**src/rtl/pdiv_pkg.sv**
```systemverilog
package pdiv_pkg;
  typedef struct packed {
    logic irq;
    logic hold;
  } pdiv_req_t;
endpackage

```
**src/rtl/pdiv_counter.sv**
```systemverilog
module pdiv_counter #(
  parameter int CNT_W    = 14,
  parameter int CLR_BITS = 4,
  parameter int TAP_LO   = 10
) (
  input  logic clk,
  input  logic rst,
  input  logic part_clr,
  output logic ovf_evt,
  output logic tick_lo,
  output logic tick_hi
);
  localparam int KEEP_W = CNT_W - CLR_BITS;

  logic [CNT_W-1:0]  cnt;
  logic [KEEP_W-1:0] keep_nxt;
  logic              wrap_all;
  logic              wrap_low;

  assign wrap_all = &cnt;
  assign wrap_low = &cnt[TAP_LO-1:0];
  assign keep_nxt = cnt[KEEP_W-1:0] + 1'b1;
  assign ovf_evt  = wrap_all & ~part_clr;

  always_ff @(posedge clk) begin
    if (rst) begin
      cnt     <= '0;
      tick_lo <= 1'b0;
      tick_hi <= 1'b0;
    end else begin
      if (part_clr) cnt <= {{CLR_BITS{1'b0}}, keep_nxt};
      else          cnt <= cnt + 1'b1;
      tick_lo <= wrap_low;
      tick_hi <= ovf_evt;
    end
  end

  assert_count_step_R1: assert property (@(posedge clk) disable iff (rst)
    !part_clr |=> cnt == CNT_W'($past(cnt) + 1'b1));

  assert_upper_zero_R5: assert property (@(posedge clk) disable iff (rst)
    part_clr |=> cnt[CNT_W-1:KEEP_W] == '0);

  assert_low_continue_R5: assert property (@(posedge clk) disable iff (rst)
    part_clr |=> cnt[KEEP_W-1:0] == KEEP_W'($past(cnt[KEEP_W-1:0]) + 1'b1));

  assert_hi_tick_after_wrap_R2: assert property (@(posedge clk) disable iff (rst)
    tick_hi |-> cnt == '0);

  assert_no_hi_tick_on_clear_R9: assert property (@(posedge clk) disable iff (rst)
    part_clr |=> !tick_hi);
endmodule

```
**src/rtl/pdiv_flag.sv**
```systemverilog
module pdiv_flag
  import pdiv_pkg::*;
(
  input  logic      clk,
  input  logic      rst,
  input  logic      set_evt,
  input  logic      clr_evt,
  input  logic      irq_en,
  input  logic      hold_en,
  output logic      flag,
  output pdiv_req_t req
);
  always_ff @(posedge clk) begin
    if (rst) begin
      flag     <= 1'b0;
      req.irq  <= 1'b0;
      req.hold <= 1'b0;
    end else begin
      if (set_evt)      flag <= 1'b1;
      else if (clr_evt) flag <= 1'b0;
      req.irq  <= flag & irq_en;
      req.hold <= flag & hold_en;
    end
  end

  assert_set_wins_R8: assert property (@(posedge clk) disable iff (rst)
    set_evt |=> flag);

  assert_clear_R6: assert property (@(posedge clk) disable iff (rst)
    (clr_evt && !set_evt) |=> !flag);

  assert_irq_gate_R3: assert property (@(posedge clk) disable iff (rst)
    (flag && irq_en) |=> req.irq);

  assert_irq_only_R3: assert property (@(posedge clk) disable iff (rst)
    !(flag && irq_en) |=> !req.irq);

  assert_hold_gate_R4: assert property (@(posedge clk) disable iff (rst)
    (flag && hold_en) |=> req.hold);

  assert_hold_only_R4: assert property (@(posedge clk) disable iff (rst)
    !(flag && hold_en) |=> !req.hold);
endmodule

```
**src/rtl/prescale_divider.sv**
```systemverilog
module prescale_divider
  import pdiv_pkg::*;
#(
  parameter int CNT_W    = 14,
  parameter int CLR_BITS = 4,
  parameter int TAP_LO   = 10
) (
  input  logic clk,
  input  logic rst,
  input  logic irq_en,
  input  logic hold_en,
  input  logic flag_clr,
  input  logic part_clr,
  output logic event_flag,
  output logic irq_req,
  output logic hold_release,
  output logic tick_div_lo,
  output logic tick_div_hi
);
  logic      ovf_evt;
  pdiv_req_t req;

  pdiv_counter #(
    .CNT_W   (CNT_W),
    .CLR_BITS(CLR_BITS),
    .TAP_LO  (TAP_LO)
  ) u_cnt (
    .clk     (clk),
    .rst     (rst),
    .part_clr(part_clr),
    .ovf_evt (ovf_evt),
    .tick_lo (tick_div_lo),
    .tick_hi (tick_div_hi)
  );

  pdiv_flag u_flag (
    .clk    (clk),
    .rst    (rst),
    .set_evt(ovf_evt),
    .clr_evt(flag_clr),
    .irq_en (irq_en),
    .hold_en(hold_en),
    .flag   (event_flag),
    .req    (req)
  );

  assign irq_req      = req.irq;
  assign hold_release = req.hold;

  assert_reset_clear_R7: assert property (@(posedge clk)
    rst |=> !event_flag && !irq_req && !hold_release && !tick_div_lo && !tick_div_hi);

  assert_flag_with_tick_R2: assert property (@(posedge clk) disable iff (rst)
    tick_div_hi |-> event_flag);
endmodule

```
**config.mk**
```make
export PLATFORM = sky130hd
export DESIGN_NAME = prescale_divider
export DESIGN_NICKNAME = d
export VERILOG_FILES = /design/src/rtl/pdiv_pkg.sv /design/src/rtl/pdiv_counter.sv /design/src/rtl/pdiv_flag.sv /design/src/rtl/prescale_divider.sv
export SDC_FILE = /design/constraint.sdc
export NUM_CORES = 1
export LEC_CHECK = 0
export ABC_AREA = 1
export BUFFER_PORTS_ARGS = -buffer_cell sky130_fd_sc_hd__buf_2
export CAP_MARGIN = 20
export CORE_MARGIN = 2
export CORE_UTILIZATION = 54
export DETAILED_ROUTE_END_ITERATION = 7
export PLACE_DENSITY = 0.75
export SLEW_MARGIN = 0
export SYNTH_ARGS = -nofsm -noshare
export SYNTH_HDL_FRONTEND = slang
export SYNTH_SLANG_ARGS = --single-unit
export TNS_END_PERCENT = 30
```
**constraint.sdc**
```tcl
create_clock -name clk -period 1.5 [get_ports clk]
set_input_delay 0.075 -clock clk [delete_from_list [all_inputs] [get_ports clk]]
set_output_delay 0.075 -clock clk [all_outputs]
set_load 0.05 [all_outputs]
```
Word-level counts from Yosys, hierarchy flattened
Index checks and enable logic that the tools add are counted.
{ "totals": {"register_bits": 19, "in_bits": 6, "out_inout_bits": 5, "elab_cells": 20} }
{ "classes": {"addsub": 2, "muxes": 3, "bitwise": 4, "reduce_logical": 4} }
{ "ops": {"columns": ["cell", "n"], "rows": [
  ["adder 14 x 1 -> 14 bit (second input constant)", 1],
  ["AND reduction 14 bit", 1],
  ["adder 10 x 1 -> 10 bit (second input constant)", 1],
  ["two-way mux 10 bit", 1],
  ["AND reduction 10 bit", 1],
  ["bitwise AND 1 bit", 3],
  ["two-way mux 1 bit", 2],
  ["nonzero test 2 bit", 1],
  ["OR reduction 2 bit", 1],
  ["NOT 1 bit", 1]
]} }

Depth between registers and ports, before layout
Gate-level depths: netlist of the first run.
{ "logic_depth": {"depth_word": 3, "mapped_depth": 7} }

Modules after synthesis
From an unflattened synthesis of the first run, not the netlist that was laid out.
{ "hier_totals": {"cells_unflattened": 107, "hier_area_um2": 823.3} }
{ "by_module_without_submodules": {"columns": ["module", "n_inst", "cells_each", "area_each_um2", "seq_area_each_um2"], "rows": [
  ["pdiv_counter", 1, 95, 723.2, 320.3],
  ["pdiv_flag", 1, 12, 100.1, 60.1]
]} }

Worst setup path after synthesis of the first run
Ideal clock, no wire load.
{ "synth_timing": {"path_type": "register to register", "startpoint": "register u_cnt.cnt[0]", "endpoint": "register u_cnt.cnt[12]", "setup_time_ns": 0.110, "t_arrival_ns": 1.022, "slack_ns": 0.369, "stages_incl_launch_ff": 7, "synth_period_minus_slack_ns": 1.131, "cell_sequence": "dfxtp_1 -> ha_1 -> nand2_2 -> nor2_8 -> nand4_2 -> nand2_1 -> nor2_1"} }
{ "synth_between": {"elab_chain_cells": 1} }
{ "synth_rtl": {"columns": ["item", "line_no", "rtl"], "rows": [
  ["start, declared", "pdiv_counter.sv:15", "logic [CNT_W-1:0] cnt;"],
  ["start signal, assigned", "pdiv_counter.sv:31", "if (part_clr) cnt <= {{CLR_BITS{1'b0}}, keep_nxt};"],
  ["start signal, assigned", "pdiv_counter.sv:32", "else cnt <= cnt + 1'b1;"],
  ["adder 14 x 1 -> 14 bit", "pdiv_counter.sv:32", null]
]} }
Every way passes these cells.
A chain may end at the register's enable or synchronous reset.

Worst setup path after layout of the first run
Ends and elaborated chain as after synthesis.

==> results of run 1 <==
metrics by stage:
| stage | cell area [um^2] | instances | utilization | total power, W |
|---|---|---|---|---|
| 5_1_grt | 926 | 138 | 0.629 | 0.000838 |
| 6_report | 926 | 138 | 0.629 | 0.000805 |
| 3_3_place_gp | 900 | 134 | 0.611 | 0.000560 |
| 2_1_floorplan | 835 | 109 | - | 0.000550 |
| 4_1_cts | 926 | 138 | 0.629 | 0.000808 |
| 3_5_place_dp | 900 | 134 | 0.611 | 0.000562 |
where the power goes:
group	total [W]	switching [W]	leakage (nW)	internal, W
logic	0.0000327	0.0000195	0.244	0.0000132
clock network	0.000256	0.000152	0.0150	0.000103
registers	0.000517	0.00000612	0.154	0.000511
cell type report:
type                    instances  area (um^2)
flip-flops and latches         19          380
clock buffers                   4         26.3
inverters                      12         45.0
repair buffers                 10         50.0
fillers                       141          546
multi-input cells              77          404
well taps                      16         20.0
cell usage after synthesis:
| master | number | area [um^2] |
|---|---|---|
| nor2_4 | 1 | 11.3 |
| nand3_1 | 4 | 20.0 |
| ha_1 | 1 | 12.5 |
| dfxtp_1 | 19 | 380 |
| nand2_2 | 2 | 12.5 |
| nand2_4 | 1 | 11.3 |
| o21ai_0 | 2 | 10.0 |
| a21oi_1 | 5 | 25.0 |
| nor2_1 | 25 | 93.8 |
| nor2_2 | 2 | 12.5 |
| inv_1 | 12 | 45.0 |
| nand3b_1 | 2 | 15.0 |
| nand4_2 | 1 | 12.5 |
| o21a_1 | 1 | 7.51 |
| nor3_1 | 2 | 10.0 |
| nand4_1 | 1 | 6.26 |
| buf_2 | 1 | 5.00 |
| o21ai_2 | 1 | 8.76 |
| o21bai_1 | 1 | 7.51 |
| nor2_8 | 1 | 20.0 |
| nand3_2 | 2 | 20.0 |
| xor2_1 | 1 | 8.76 |
| nand2_1 | 21 | 78.8 |
metal layers:
layer	share of wire	vias to the layer above	track usage	routed length [um]
li1	-	369	-	-
met1	0.48	313	0.232	705
met2	0.45	12	0.290	659
met3	0.037	4	0.0383	54
met4	0.023	0	0.0909	34
met5	0	-	0	0
flip-flops by register name (all words and copies together), names as in the netlist:
signal,count
u_cnt.cnt,14
u_flag.flag,1
u_cnt.tick_lo,1
u_cnt.tick_hi,1
u_flag.req,2
cell families (layout without fill, tap and decap cells):
| group | count (synthesis) | count (layout) | synth area share |
|---|---|---|---|
| adder cells (fa/ha/maj) | 1 | 1 | 0.0150 |
| AND/OR/NAND/NOR | 65 | 65 | 0.388 |
| AO/OA/AOI/OAI | 10 | 10 | 0.0705 |
| XOR/XNOR | 1 | 1 | 0.0105 |
| flip-flops | 19 | 19 | 0.456 |
| buffers and inverters | 13 | 26 | 0.0600 |
worst max-delay path, stage by stage, from the launching register on:
cell and delay [ps]:
dfxtp_1 390, ha_1 200, nand2_2 120, nor2_8 190, nand4_2 130, nand2_1 90
nor2_1 40
cell usage in the layout, fill, tap and decap left out, drive strengths merged:
master,netlist,layout
nor2,29,29
nand2,24,24
dfxtp,19,19
inv,12,12
buf,1,10
nand3,6,6
a21oi,5,5
clkbuf,0,4
o21ai,3,3
nand3b,2,2
nor3,2,2
nand4,2,2
o21bai,1,1
xor2,1,1
o21a,1,1
ha,1,1
final timing paths:
kind	from	end	cells after the start
worst max-delay path	u_cnt.cnt[0]	u_cnt.cnt[12]	6
worst min register to register	u_cnt.cnt[0]	u_cnt.cnt[0]	1
worst max register to register	u_cnt.cnt[0]	u_cnt.cnt[12]	6
worst min-delay path	hold_en	u_flag.req[0]	3
==> results.cfg, run 1 <==
[yosys]
syn_avg_cell_area_um2 = 7.66
seq_area_frac_synth = 0.456
synthesis.area_um2 = 835
synth.distinct_cells = 23
yosys_warnings = 0
syn_inst = 109
ys_ff_latch = 19
syn_nets = 116

[routing]
wl_per_cell_um = 10.5
ant_nets = 0
drt_pass1_iterations = 4
drt_iter0_drc = 6
wl_um = 1450
vias = 698
vias_per_cell = 5.06
drc = 0

[die]
ios = 11
num_rows = 14
initial_utilization = 0.567
core_um2 = 1470
die_area_um2 = 1880
dieWidth_um = 43.3
chipHeight_um = 43.3

[placed_design]
pre_cts_ws_ps = 265
numPortBuffers = 10
hpwl_um = 1140
gp_congestion = 0.823

[power]
p_per_area_nw_per_um2 = 870
p_leak_nw = 0.412
ir_drop_v = 0.000649

[run_status]
status = complete, no violations

[global_route]
grt_pass1_vias = 617
grt_antenna_before_repair = 0
grt_usage = 0.182
grt_pass1_wl_um = 2520
grt_max_degree = 11
grt-ovfl-total = 0

[critical_path]
critPathMaxFanout = 8
critPathKind = flop to flop
endpoint_kind = flop
cp-start-kind = flop
arrival_ps = 1440
worst-r2r-setup-slack_ps = 270
crit_required_ps = 1700

[timing]
hold_slack_ps = 15.0
worst_slack_ps = 266
finalHoldViolations = 0
max_freq_ghz = 0.810
maxSlewHeadroom = 0.784
setup-tns-final_ps = 0
setup_viol_count_final = 0
rsz0062_at_grt = no
period_share = 0.823
skew_ps = 2.15
worst_slew_pin_slew_ps = 323
slew_violations = 0
fin_crit_ps = 1230

[min_path]
worstHoldPathType = input pin to flop

[clock_tree]
root_buffer = clkbuf_4
cts_buffers = 3
cts.sinks = 19
insertion_delay_ps = 290
htreeDepth = 1
cts_buffer_depth = 2
cts_tree = done
cts_post_setup_buffers_inserted = 0
post_cts_resized = 0
clk_pin_slew_ps = 100
hold_buffers = 0

[final_layout]
drive_gt1_frac = 0.197
antenna_cells = 0
area_delta_synth_final_pct = 10.9
final_nets = 130

[job]
cap_violations = 0
Power figures use the tool's default switching activity.
==> inputs of run 2 (changes only) <==
==> constraint.sdc (replaced) <==
create_clock -name clk -period 1.28 [get_ports clk]
set_input_delay 0.064 -clock clk [delete_from_list [all_inputs] [get_ports clk]]
set_output_delay 0.064 -clock clk [all_outputs]
set_load 0.05 [all_outputs]
==> run 2 against run 1 <==
Combinational power rose by 26%; highest routed layer unchanged; sequential share of layout area fell by 0.58 points; largest power group unchanged; wire length rose by 2.8%; cell count rose by 0.72%; sequential power rose by 17%; largest cell class unchanged; design area rose by 1.8%; power rose by 18%; worst setup slack got worse by 170 ps; via count rose by 1.7%; non-clock buffer count rose by 1; critical path depth did not move.
==> results.cfg, run 2 (synthesized netlist as in run 1, its figures left out) <==
[die]
core_um2 = 1470
chipHeight_um = 43.3
dieWidth_um = 43.3
initial_utilization = 0.567
die_area_um2 = 1880
ios = 11
num_rows = 14

[timing]
rsz0062_at_grt = no
worst_slew_pin_slew_ps = 306
max_freq_ghz = 0.843
skew_ps = 4.65
finalHoldViolations = 0
period_share = 0.927
setup-tns-final_ps = 0
maxSlewHeadroom = 0.795
setup_viol_count_final = 0
fin_crit_ps = 1190
slew_violations = 0
hold_slack_ps = 9.98

[global_route]
grt_max_degree = 11
grt-ovfl-total = 0
grt_usage = 0.182
grt_antenna_before_repair = 0
grt_pass1_vias = 617
grt_pass1_wl_um = 2520

[routing]
vias = 710
ant_nets = 0
wl_met1_um = 690
drt_pass1_iterations = 4
vias_per_cell = 5.11
drc = 0
drt_iter0_drc = 4
route.met3.wl_um = 66
highest_layer = met4
wl_met2_um = 700
wl_um = 1500
wl_per_cell_um = 10.8

[clock_tree]
clk_pin_slew_ps = 110
htreeDepth = 1
cts_post_setup_buffers_inserted = 0
insertion_delay_ps = 290
cts_buffer_depth = 2
root_buffer = clkbuf_4
cts_tree = done
cts_buffers = 3
cts.sinks = 19

[final_layout]
top_register = u_cnt.cnt
drive_gt1_frac = 0.220
top_regs = u_cnt.cnt (14), u_flag.req (2)
nFillCells = 138
fin_area_um2 = 942
area_delta_synth_final_pct = 12.9
layout_commonest_cell = nor2_1
largest_register_ffs = 14
multi_input_area_um2 = 409
final_nets = 131
antenna_cells = 0
regArea_um2 = 382
mostFrequentLayoutCells = 24 x nor2_1, 21 x nand2_1, 18 x dfxtp_1

[power]
p_per_area_nw_per_um2 = 1010
power_w = 0.000949
p_leak_nw = 0.414
ir_drop_v = 0.000760

[critical_path]
r2r_start = u_cnt.cnt[1]
critical_path_depth = 6
crit_required_ps = 1490
r2r_cells = 6
critPathMaxFanout = 8
r2r-end = u_cnt.cnt[12]
cp-startpoint = u_cnt.cnt[1]
slowest_delay_ps = 370
path_buf_inv = 0
endpoint_kind = flop
cp-start-kind = flop
critical-path-top-delay-family = simple AND/OR/NAND/NOR gates
arrival_ps = 1390
cp_cell_sequence = ha_2 > nand2_2 > nor2_8 > nand4_2 > nand2_1 > nor2_1
critPathKind = flop to flop
cp-endpoint = u_cnt.cnt[12]
cp_slowest_cell = dfxtp_1
worst-r2r-setup-slack_ps = 90

[placed_design]
hpwl_um = 1140
gp_congestion = 0.823
placed_cell_area_um2 = 900
numPortBuffers = 10

[job]
cap_violations = 0

[run_status]
status = complete, no violations

[min_path]
worstHoldPathType = input pin to flop
-- run 2: cell types whose count changed in the layout (fill, tap and decap cells not counted), sizes merged --
cell	before	now
dlygate4sd3	0	1
-- run 2: power by group --
part / leakage [nW] / switching [W] / internal (W)
Combinational: 0.246 / 0.0000232 / 0.0000180
Sequential: 0.154 / 0.00000737 / 0.000599
Clock: 0.0150 / 0.000179 / 0.000121
-- run 2: routing by layer --
layer / vias up / track usage
li1: 371 / -
met3: 4 / 0.0383
met4: 0 / 0.0909
met2: 14 / 0.290
met1: 321 / 0.232
met5: - / 0
-- run 2: per-stage QoR --
step / instances / setup slack, ps / utilization
global placement: 134 / 111 / 0.611
detailed placement: 134 / 44.7 / 0.611
floorplan: 109 / 149 / -
finish: 139 / 93.2 / 0.640
CTS: 138 / 32.5 / 0.629
global route: 139 / 4.38 / 0.640
-- run 2: worst min-delay path by stage --
stage                        from             to  slack (ps)  cells after the start
final                      irq_en  u_flag.req[1]          10                      3
after detailed placement  hold_en  u_flag.req[0]         320                      3
after CTS                 hold_en  u_flag.req[0]           5                      3
after floorplan           hold_en  u_flag.req[0]         190                      2
after global placement    hold_en  u_flag.req[0]         290                      3
after global routing       irq_en  u_flag.req[1]          20                      3
-- run 2: final cells by class --
cell class / instances / area share
timing repair buffer: 11 / 0.0637
inverter: 12 / 0.0478
sequential: 19 / 0.405
multi-input combinational: 77 / 0.434
clock buffer: 4 / 0.0279
tap: 16 / 0.0212
-- run 2: what timing repair did --
action,in CTS,in global routing
hold buffers,0,1
endpoints found under the hold margin,0,1
gates resized for setup,0,3
setup endpoints to repair,0,7
-- run 2: worst min-delay path: stages --
cell	delay [ps]
buf_2	80
nand2_1	60
nor2_1	70
